<file path="src/rtl/irqv_pkg.sv">
package irqv_pkg;

    localparam int NSRC     = 3;
    localparam int IDX_W    = (NSRC > 1) ? $clog2(NSRC) : 1;
    localparam int VEC_W    = 8;
    localparam int VEC_BASE = 4;
    localparam int VEC_STEP = 4;

    localparam int GIE_BIT  = 0;
    localparam int EN_LSB   = GIE_BIT + 1;
    localparam int FLAG_LSB = EN_LSB + NSRC;
    localparam int REG_W    = FLAG_LSB + NSRC;

    typedef struct packed {
        logic             hit;
        logic [IDX_W-1:0] idx;
    } pick_t;

    typedef struct packed {
        logic             req;
        logic [VEC_W-1:0] vec;
    } call_t;

    typedef struct packed {
        logic [NSRC-1:0] flag;
        logic [NSRC-1:0] en;
        logic            gie;
    } ctrl_t;

    function automatic logic [VEC_W-1:0] vec_of(input logic [IDX_W-1:0] idx,
                                                 input int base,
                                                 input int step);
        return VEC_W'(base + step * int'(idx));
    endfunction

endpackage

</file>
<file path="src/rtl/irqv_flags.sv">
module irqv_flags #(
    parameter int N = irqv_pkg::NSRC
) (
    input  logic         clk,
    input  logic         rst,
    input  logic [N-1:0] evt,
    input  logic [N-1:0] clr,
    input  logic         wr,
    input  logic [N-1:0] wr_val,
    output logic [N-1:0] flags
);
    // Per-source sticky bit: event beats take-clear beats software write.
    for (genvar i = 0; i < N; i++) begin : g_flag
        always_ff @(posedge clk) begin
            if (rst)
                flags[i] <= 1'b0;
            else if (evt[i])
                flags[i] <= 1'b1;
            else if (clr[i])
                flags[i] <= 1'b0;
            else if (wr)
                flags[i] <= wr_val[i];
        end
    end
endmodule

</file>
<file path="src/rtl/irqv_prio.sv">
module irqv_prio
    import irqv_pkg::*;
#(
    parameter int N = irqv_pkg::NSRC
) (
    input  logic [N-1:0] pend,
    output pick_t        pick
);
    // Fixed priority: lowest index wins, so scan from the top down.
    always_comb begin
        pick = '0;
        for (int i = N - 1; i >= 0; i--) begin
            if (pend[i]) begin
                pick.hit = 1'b1;
                pick.idx = IDX_W'(i);
            end
        end
    end
endmodule

</file>
<file path="src/rtl/irqv_call.sv">
module irqv_call
    import irqv_pkg::*;
#(
    parameter int VBASE = irqv_pkg::VEC_BASE,
    parameter int VSTEP = irqv_pkg::VEC_STEP
) (
    input  logic             clk,
    input  logic             rst,
    input  logic             take,
    input  logic [IDX_W-1:0] take_idx,
    input  logic             ack,
    output call_t            call
);
    always_ff @(posedge clk) begin
        if (rst)
            call <= '0;
        else if (call.req && ack)
            call <= '0;
        else if (take) begin
            call.req <= 1'b1;
            call.vec <= vec_of(take_idx, VBASE, VSTEP);
        end
    end
endmodule

</file>
<file path="src/rtl/irq_vector_ctrl.sv">
module irq_vector_ctrl
    import irqv_pkg::*;
#(
    parameter int VBASE = irqv_pkg::VEC_BASE,
    parameter int VSTEP = irqv_pkg::VEC_STEP
) (
    input  logic             clk,
    input  logic             rst,
    input  logic [NSRC-1:0]  src_evt_i,
    input  logic             sample_stb_i,
    input  logic             stack_full_i,
    input  logic             reg_we_i,
    input  logic [REG_W-1:0] reg_wdata_i,
    output logic [REG_W-1:0] reg_rdata_o,
    output logic             call_req_o,
    output logic [VEC_W-1:0] call_vec_o,
    input  logic             call_ack_i,
    input  logic             ret_i,
    input  logic             ret_en_i
);
    ctrl_t           wr_ctrl;
    ctrl_t           cur;
    logic            gie_q;
    logic [NSRC-1:0] en_q;
    logic [NSRC-1:0] flags;
    logic [NSRC-1:0] clr;
    pick_t           pick;
    call_t           call;
    logic            take;

    assign wr_ctrl = ctrl_t'(reg_wdata_i);

    // Arbitration only on the sampling phase, with no call outstanding.
    assign take = sample_stb_i && !call.req && gie_q && !stack_full_i && pick.hit;

    for (genvar i = 0; i < NSRC; i++) begin : g_clr
        assign clr[i] = take && (pick.idx == IDX_W'(i));
    end

    always_ff @(posedge clk) begin
        if (rst)
            en_q <= '0;
        else if (reg_we_i)
            en_q <= wr_ctrl.en;
    end

    // Global enable: take-clear beats enabling return beats software write.
    always_ff @(posedge clk) begin
        if (rst)
            gie_q <= 1'b0;
        else if (take)
            gie_q <= 1'b0;
        else if (ret_i && ret_en_i)
            gie_q <= 1'b1;
        else if (reg_we_i)
            gie_q <= wr_ctrl.gie;
    end

    irqv_flags #(.N(NSRC)) u_flags (
        .clk    (clk),
        .rst    (rst),
        .evt    (src_evt_i),
        .clr    (clr),
        .wr     (reg_we_i),
        .wr_val (wr_ctrl.flag),
        .flags  (flags)
    );

    irqv_prio #(.N(NSRC)) u_prio (
        .pend (flags & en_q),
        .pick (pick)
    );

    irqv_call #(.VBASE(VBASE), .VSTEP(VSTEP)) u_call (
        .clk      (clk),
        .rst      (rst),
        .take     (take),
        .take_idx (pick.idx),
        .ack      (call_ack_i),
        .call     (call)
    );

    always_comb begin
        cur.flag = flags;
        cur.en   = en_q;
        cur.gie  = gie_q;
    end

    assign reg_rdata_o = REG_W'(cur);
    assign call_req_o  = call.req;
    assign call_vec_o  = call.vec;

endmodule

</file>
<file path="config.mk">
export PLATFORM = sky130hd
export DESIGN_NAME = irq_vector_ctrl
export DESIGN_NICKNAME = d
export VERILOG_FILES = /design/src/rtl/irqv_pkg.sv /design/src/rtl/irqv_flags.sv /design/src/rtl/irqv_prio.sv /design/src/rtl/irqv_call.sv /design/src/rtl/irq_vector_ctrl.sv
export SDC_FILE = /design/constraint.sdc
export NUM_CORES = 1
export LEC_CHECK = 0
export BUFFER_PORTS_ARGS = -buffer_cell sky130_fd_sc_hd__buf_2
export CAP_MARGIN = 10
export CORE_AREA = 5 5 42 44
export DETAILED_ROUTE_END_ITERATION = 6
export DIE_AREA = 0 0 47 49
export PLACE_DENSITY = 0.76
export SYNTH_ARGS = -nofsm -noshare
export SYNTH_HDL_FRONTEND = slang
export SYNTH_SLANG_ARGS = --single-unit
</file>
<file path="constraint.sdc">
create_clock -name clk -period 1.67 [get_ports clk]
set_input_delay 0.2505 -clock clk [delete_from_list [all_inputs] [get_ports clk]]
set_output_delay 0.2505 -clock clk [all_outputs]
set_load 0.02 [all_outputs]
</file>
**Yosys cells after proc, flatten, opt, wreduce, memory -nomap -nowiden**

Cells that the tools add are included.

- Add/sub/neg operators: 1
- Equality and inequality tests: 2
- Muxes and demuxes: 14
- Bitwise logic cells: 1
- Reduce and logical (&&, ||, !) cells: 18

Operators with widths:

| operator | number |
|---|---|
| $mux W1 | 11 |
| $logic_and A1 B1 Y1 | 9 |
| $mux W3 | 3 |
| $reduce_bool A3 Y1 | 3 |
| $add A3 B4 Y5 const A | 1 |
| $reduce_or A2 Y1 | 2 |
| $and A3 B3 Y3 | 1 |
| $eq A2 B1 Y1 const B | 1 |
| $eq A2 B2 Y1 const B | 1 |
| $logic_not A1 Y1 | 2 |
| $logic_not A2 Y1 | 1 |
| $reduce_bool A2 Y1 | 1 |

- Flip-flop bits (word level): 16
- Input bits: 18
- Logic and storage cells: 43

**Depth between registers and ports, before layout**

- Depth after elaboration: 8
- Mapped depth: 4

**By module**

A second synthesis with hierarchy kept.

- Cell total of the unflattened synthesis: 59
- Area total of the unflattened synthesis: 573.0 µm²

By module, submodules not included:

| module | times used | cells each | area each (µm²) |
|---|---|---|---|
| irq_vector_ctrl | 1 | 24 | 229.0 |
| irqv_call | 1 | 20 | 192.7 |
| irqv_flags | 1 | 12 | 131.4 |
| irqv_prio | 1 | 3 | 20.0 |

**Worst setup path after synthesis**

OpenSTA, ideal clock, no wires.

- Kind: register to register
- Start: register u_call.call[8] (netlist name)
- End: register u_flags.flags[1]
- Arrival: 1.030 ns
- Path slack: 0.574 ns
- Cell stages (with the launch flop): 4
- Buffers on the path: 0
- Period minus slack after synthesis: 1.096 ns
- Cell sequence: dfxtp_1 > and4bb_1 > a41o_1 > a21oi_2

- Word-level cells in the longest chain between the ends: 8

Ends and longest elaborated chain:

| element | RTL line | source |
|---|---|---|
| $logic_not A1 Y1 * | irq_vector_ctrl.sv:34 | `assign take = sample_stb_i && !call.req && gie_q && !stack_full_i && pick.hit;` |
| $logic_and A1 B1 Y1 * (4 in a row) | irq_vector_ctrl.sv:34 |  |
| $logic_and A1 B1 Y1 * | irq_vector_ctrl.sv:37 | `assign clr[i] = take && (pick.idx == IDX_W'(i));` |
| $mux W1 | irqv_flags.sv:19 | `else if (clr[i])` |
| $mux W1 | irqv_flags.sv:17 | `else if (evt[i])` |
| end signal, assigned by index | irqv_flags.sv:22 | `flags[i] <= wr_val[i];` |
| end, declared | irqv_flags.sv:10 | `output logic [N-1:0] flags` |

Mark *: on every way between the ends. The rest lies on a longest branch, timed or not.
A chain may end at the register's enable or synchronous reset.

**Final worst setup path**

- Start: register en_q[1]
- End: output reg_rdata_o[2]

RTL lines:

| element | RTL line | source |
|---|---|---|
| start, declared | irq_vector_ctrl.sv:24 | `logic [NSRC-1:0] en_q;` |
| start signal, assigned | irq_vector_ctrl.sv:44 | `en_q <= wr_ctrl.en;` |
| end, declared | irq_vector_ctrl.sv:14 | `output logic [REG_W-1:0] reg_rdata_o,` |

No word-level cell between the ends.

==> impl_metrics.env <==
export IMPL_cp_slowest_cell="dfxtp_1"
export IMPL_post_cts_setup_buffer_count=0
export IMPL_io_buffer_count=28
export IMPL_clk_path_buf_depth=2
export IMPL_yosysTopAreaCellShare_pct=39.9
export IMPL_utilization_pct=49.4
export IMPL_synth_seq_cells=11
export IMPL_clk_root_buffer_cell="clkbuf_4"
export IMPL_grt_usage_pct=11.3
export IMPL_r2r_end="u_call.call[8]"
export IMPL_ys_async_sr_fraction_pct=0
export IMPL_synthFlopType="dfxtp_1"
export IMPL_hold_violations=0
export IMPL_cp_arrival_ns=0.88
export IMPL_clk_latency_ns=0.26
export IMPL_synth_top_family_by_area="compound AO/OA/AOI/OAI gates"
export IMPL_synth_simple_area_share_pct=17.5
export IMPL_wl_um=1190
export IMPL_cts_tree="yes"
export IMPL_cp_depth=1
export IMPL_wl_per_cell_um=11.8
export IMPL_r2r_start="en_q[1]"
export IMPL_synth_largest_area_cell="dfxtp_1"
export IMPL_detail_route_drc_violations=0
export IMPL_required_ns=1.42
export IMPL_fin_crit_ns=1.13
export IMPL_grt_overflow=0
export IMPL_synth_compound_area_share_pct=20.2
export IMPL_via_per_inst=4.76
export IMPL_drv_slew=0
export IMPL_die_x_um=47
export IMPL_skew_ns=0.00442
export IMPL_synth_seq_area_share_pct=39.9
export IMPL_grt_pass1_wl_um=1900
export IMPL_die_area_um2=2300
export IMPL_cp_startpoint="en_q[1]"
export IMPL_synth_adder_area_share_pct=0
export IMPL_grt_max_degree=10
export IMPL_powerDensity_nw_per_um2=812
export IMPL_core_area_um2=1400
export IMPL_start_util_pct=39.4
export IMPL_holdWs_ns=0.224
export IMPL_h_tree_depth=1
export IMPL_num_rows=14
export IMPL_avgSynthCellArea_um2=9.68
export IMPL_clock_fmax_ghz=0.885
export IMPL_drtAntennaViolNets=0
export IMPL_netlist_top_cells_area="dfxtp_1, buf_4, mux2i_1, nand4bb_4, a21oi_1"
export IMPL_cpPeakStageDelay_ns=0.42
export IMPL_die_h_um=49
export IMPL_path_class="reg -> out"
export IMPL_r2r_slack_ns=0.63
export IMPL_p_leak_nw=0.341
export IMPL_syn2layout_area_growth_pct=25.4
export IMPL_vias=481
export IMPL_synth_enable_flop_cells=0
export IMPL_critPathLaunchType="register"
export IMPL_drive_gt1_share_pct=42.4
export IMPL_diodes=0
export IMPL_yosys_warnings=0
export IMPL_syn_inst=57
export IMPL_ios=34
export IMPL_cts_buffers=3
export IMPL_fin_nets=104
export IMPL_fin_tns_setup_ns=0
export IMPL_yosysMostFrequentCell="dfxtp_1"
export IMPL_status="completed"
export IMPL_crit_chain="buf_2"
export IMPL_crit_family="flip-flops"
export IMPL_syn_area_um2=552
export IMPL_antenna_found_initial=0
export IMPL_synth_distinct_cells=25
export IMPL_maxCapViolCount=0
export IMPL_place_inst=97
export IMPL_grt_pass1_vias=477
export IMPL_gp_congestion=0.759
export IMPL_cp_max_fo=6
export IMPL_cts_resized=0
export IMPL_ir_drop_uv=346
export IMPL_clkTransAtPathRegs_ns=0.07
export IMPL_fin_cells=101
export IMPL_ff2ff_path_depth=3
export IMPL_hold_buffers=0
export IMPL_power_w=0.000562
export IMPL_cts_sinks=11
export IMPL_worstHoldPathType="in -> reg"
export IMPL_synth_xor_xnor_area_share_pct=0
export IMPL_synth_mux_area_share_pct=9.30
export IMPL_crit_path_end_kind="primary output"
export IMPL_path_buf_inv=1
export IMPL_drt_iter0_drc=5
export IMPL_rsz0062_at_grt="no"
export IMPL_synth_commonest_cells="dfxtp_1, buf_4, a21oi_1, nor2_1"
export IMPL_endpoint="reg_rdata_o[2]"
export IMPL_timing_final_crit_share_pct=67.7
export IMPL_finalSetupViolCount=0
export IMPL_first_pass_iters=2
==> worst register-to-register path, cell delays in order, from the launching register on <==
cell	delay (ns)
dfxtp_1	0.36
a22oi_1	0.26
a21oi_1	0.14
o21a_1	0.18
==> logic make-up (layout without fill, tap and decap cells) <==
family                 count (synthesis)  in the layout
AO/OA/AOI/OAI                         15             15
buffers and inverters                 10             34
other                                  1              5
multiplexers                           5              5
AND/OR/NAND/NOR                       15             15
flip-flops                            11             11
==> sequential cells by signal, indices dropped and copies added (netlist names) <==
register,count
u_flags.flags,3
gie_q,1
u_call.call,4
en_q,3
==> report_power, final <==
group | switching, W | internal [W] | leakage, nW
sequential | 0.0000124 | 0.000275 | 0.0905
clock | 0.0000800 | 0.0000922 | 0.0150
combinational | 0.0000585 | 0.0000438 | 0.235
==> worst min-delay path by stage <==
stage,from,to,cells after the start
floorplan,src_evt_i[0],u_flags.flags[0],2
global placement,u_call.call[4],u_call.call[4],2
detailed placement,u_call.call[4],u_call.call[4],2
CTS,src_evt_i[1],u_flags.flags[1],3
global route,reg_wdata_i[3],en_q[2],3
finish,src_evt_i[1],u_flags.flags[1],3
==> layout make-up <==
class,instances,area [µm²]
flip-flops and latches,11,220
multi-input cells,40,278
fillers,136,709
clock buffers,4,26.3
repair buffers,28,140
well taps,16,20.0
inverters,2,7.51
==> stage by stage <==
| step | area, µm² | setup slack, ns |
|---|---|---|
| floorplan | 567 | 0.574 |
| global placement | 666 | 0.556 |
| detailed placement | 666 | 0.579 |
| global route | 692 | 0.456 |
| CTS | 692 | 0.520 |
| finish | 692 | 0.540 |
==> metal layers <==
layer	global-route usage (%)	part of all wire, %	routed length [µm]
met1	12.0	41	490
met2	19.0	47	556
met3	2.58	10	122
met4	6.91	1.6	19
met5	0	0	0
==> layout by cell type, fill, tap and decap left out, drive strengths merged <==
master,Yosys,final
mux2i,4,4
inv,2,2
a311oi,1,1
o221a,2,2
nand4bb,1,1
a22oi,1,1
a211oi,1,1
nor3,1,1
nand3,1,1
nor2,5,5
o21ai,1,1
o21a,1,1
clkbuf,0,4
a21oi,6,6
a41o,1,1
dfxtp,11,11
a221oi,1,1
mux2,1,1
nor2b,2,2
and4bb,1,1
buf,8,28
nand2,4,4
conb,1,5
Power figures use the tool's default switching activity.
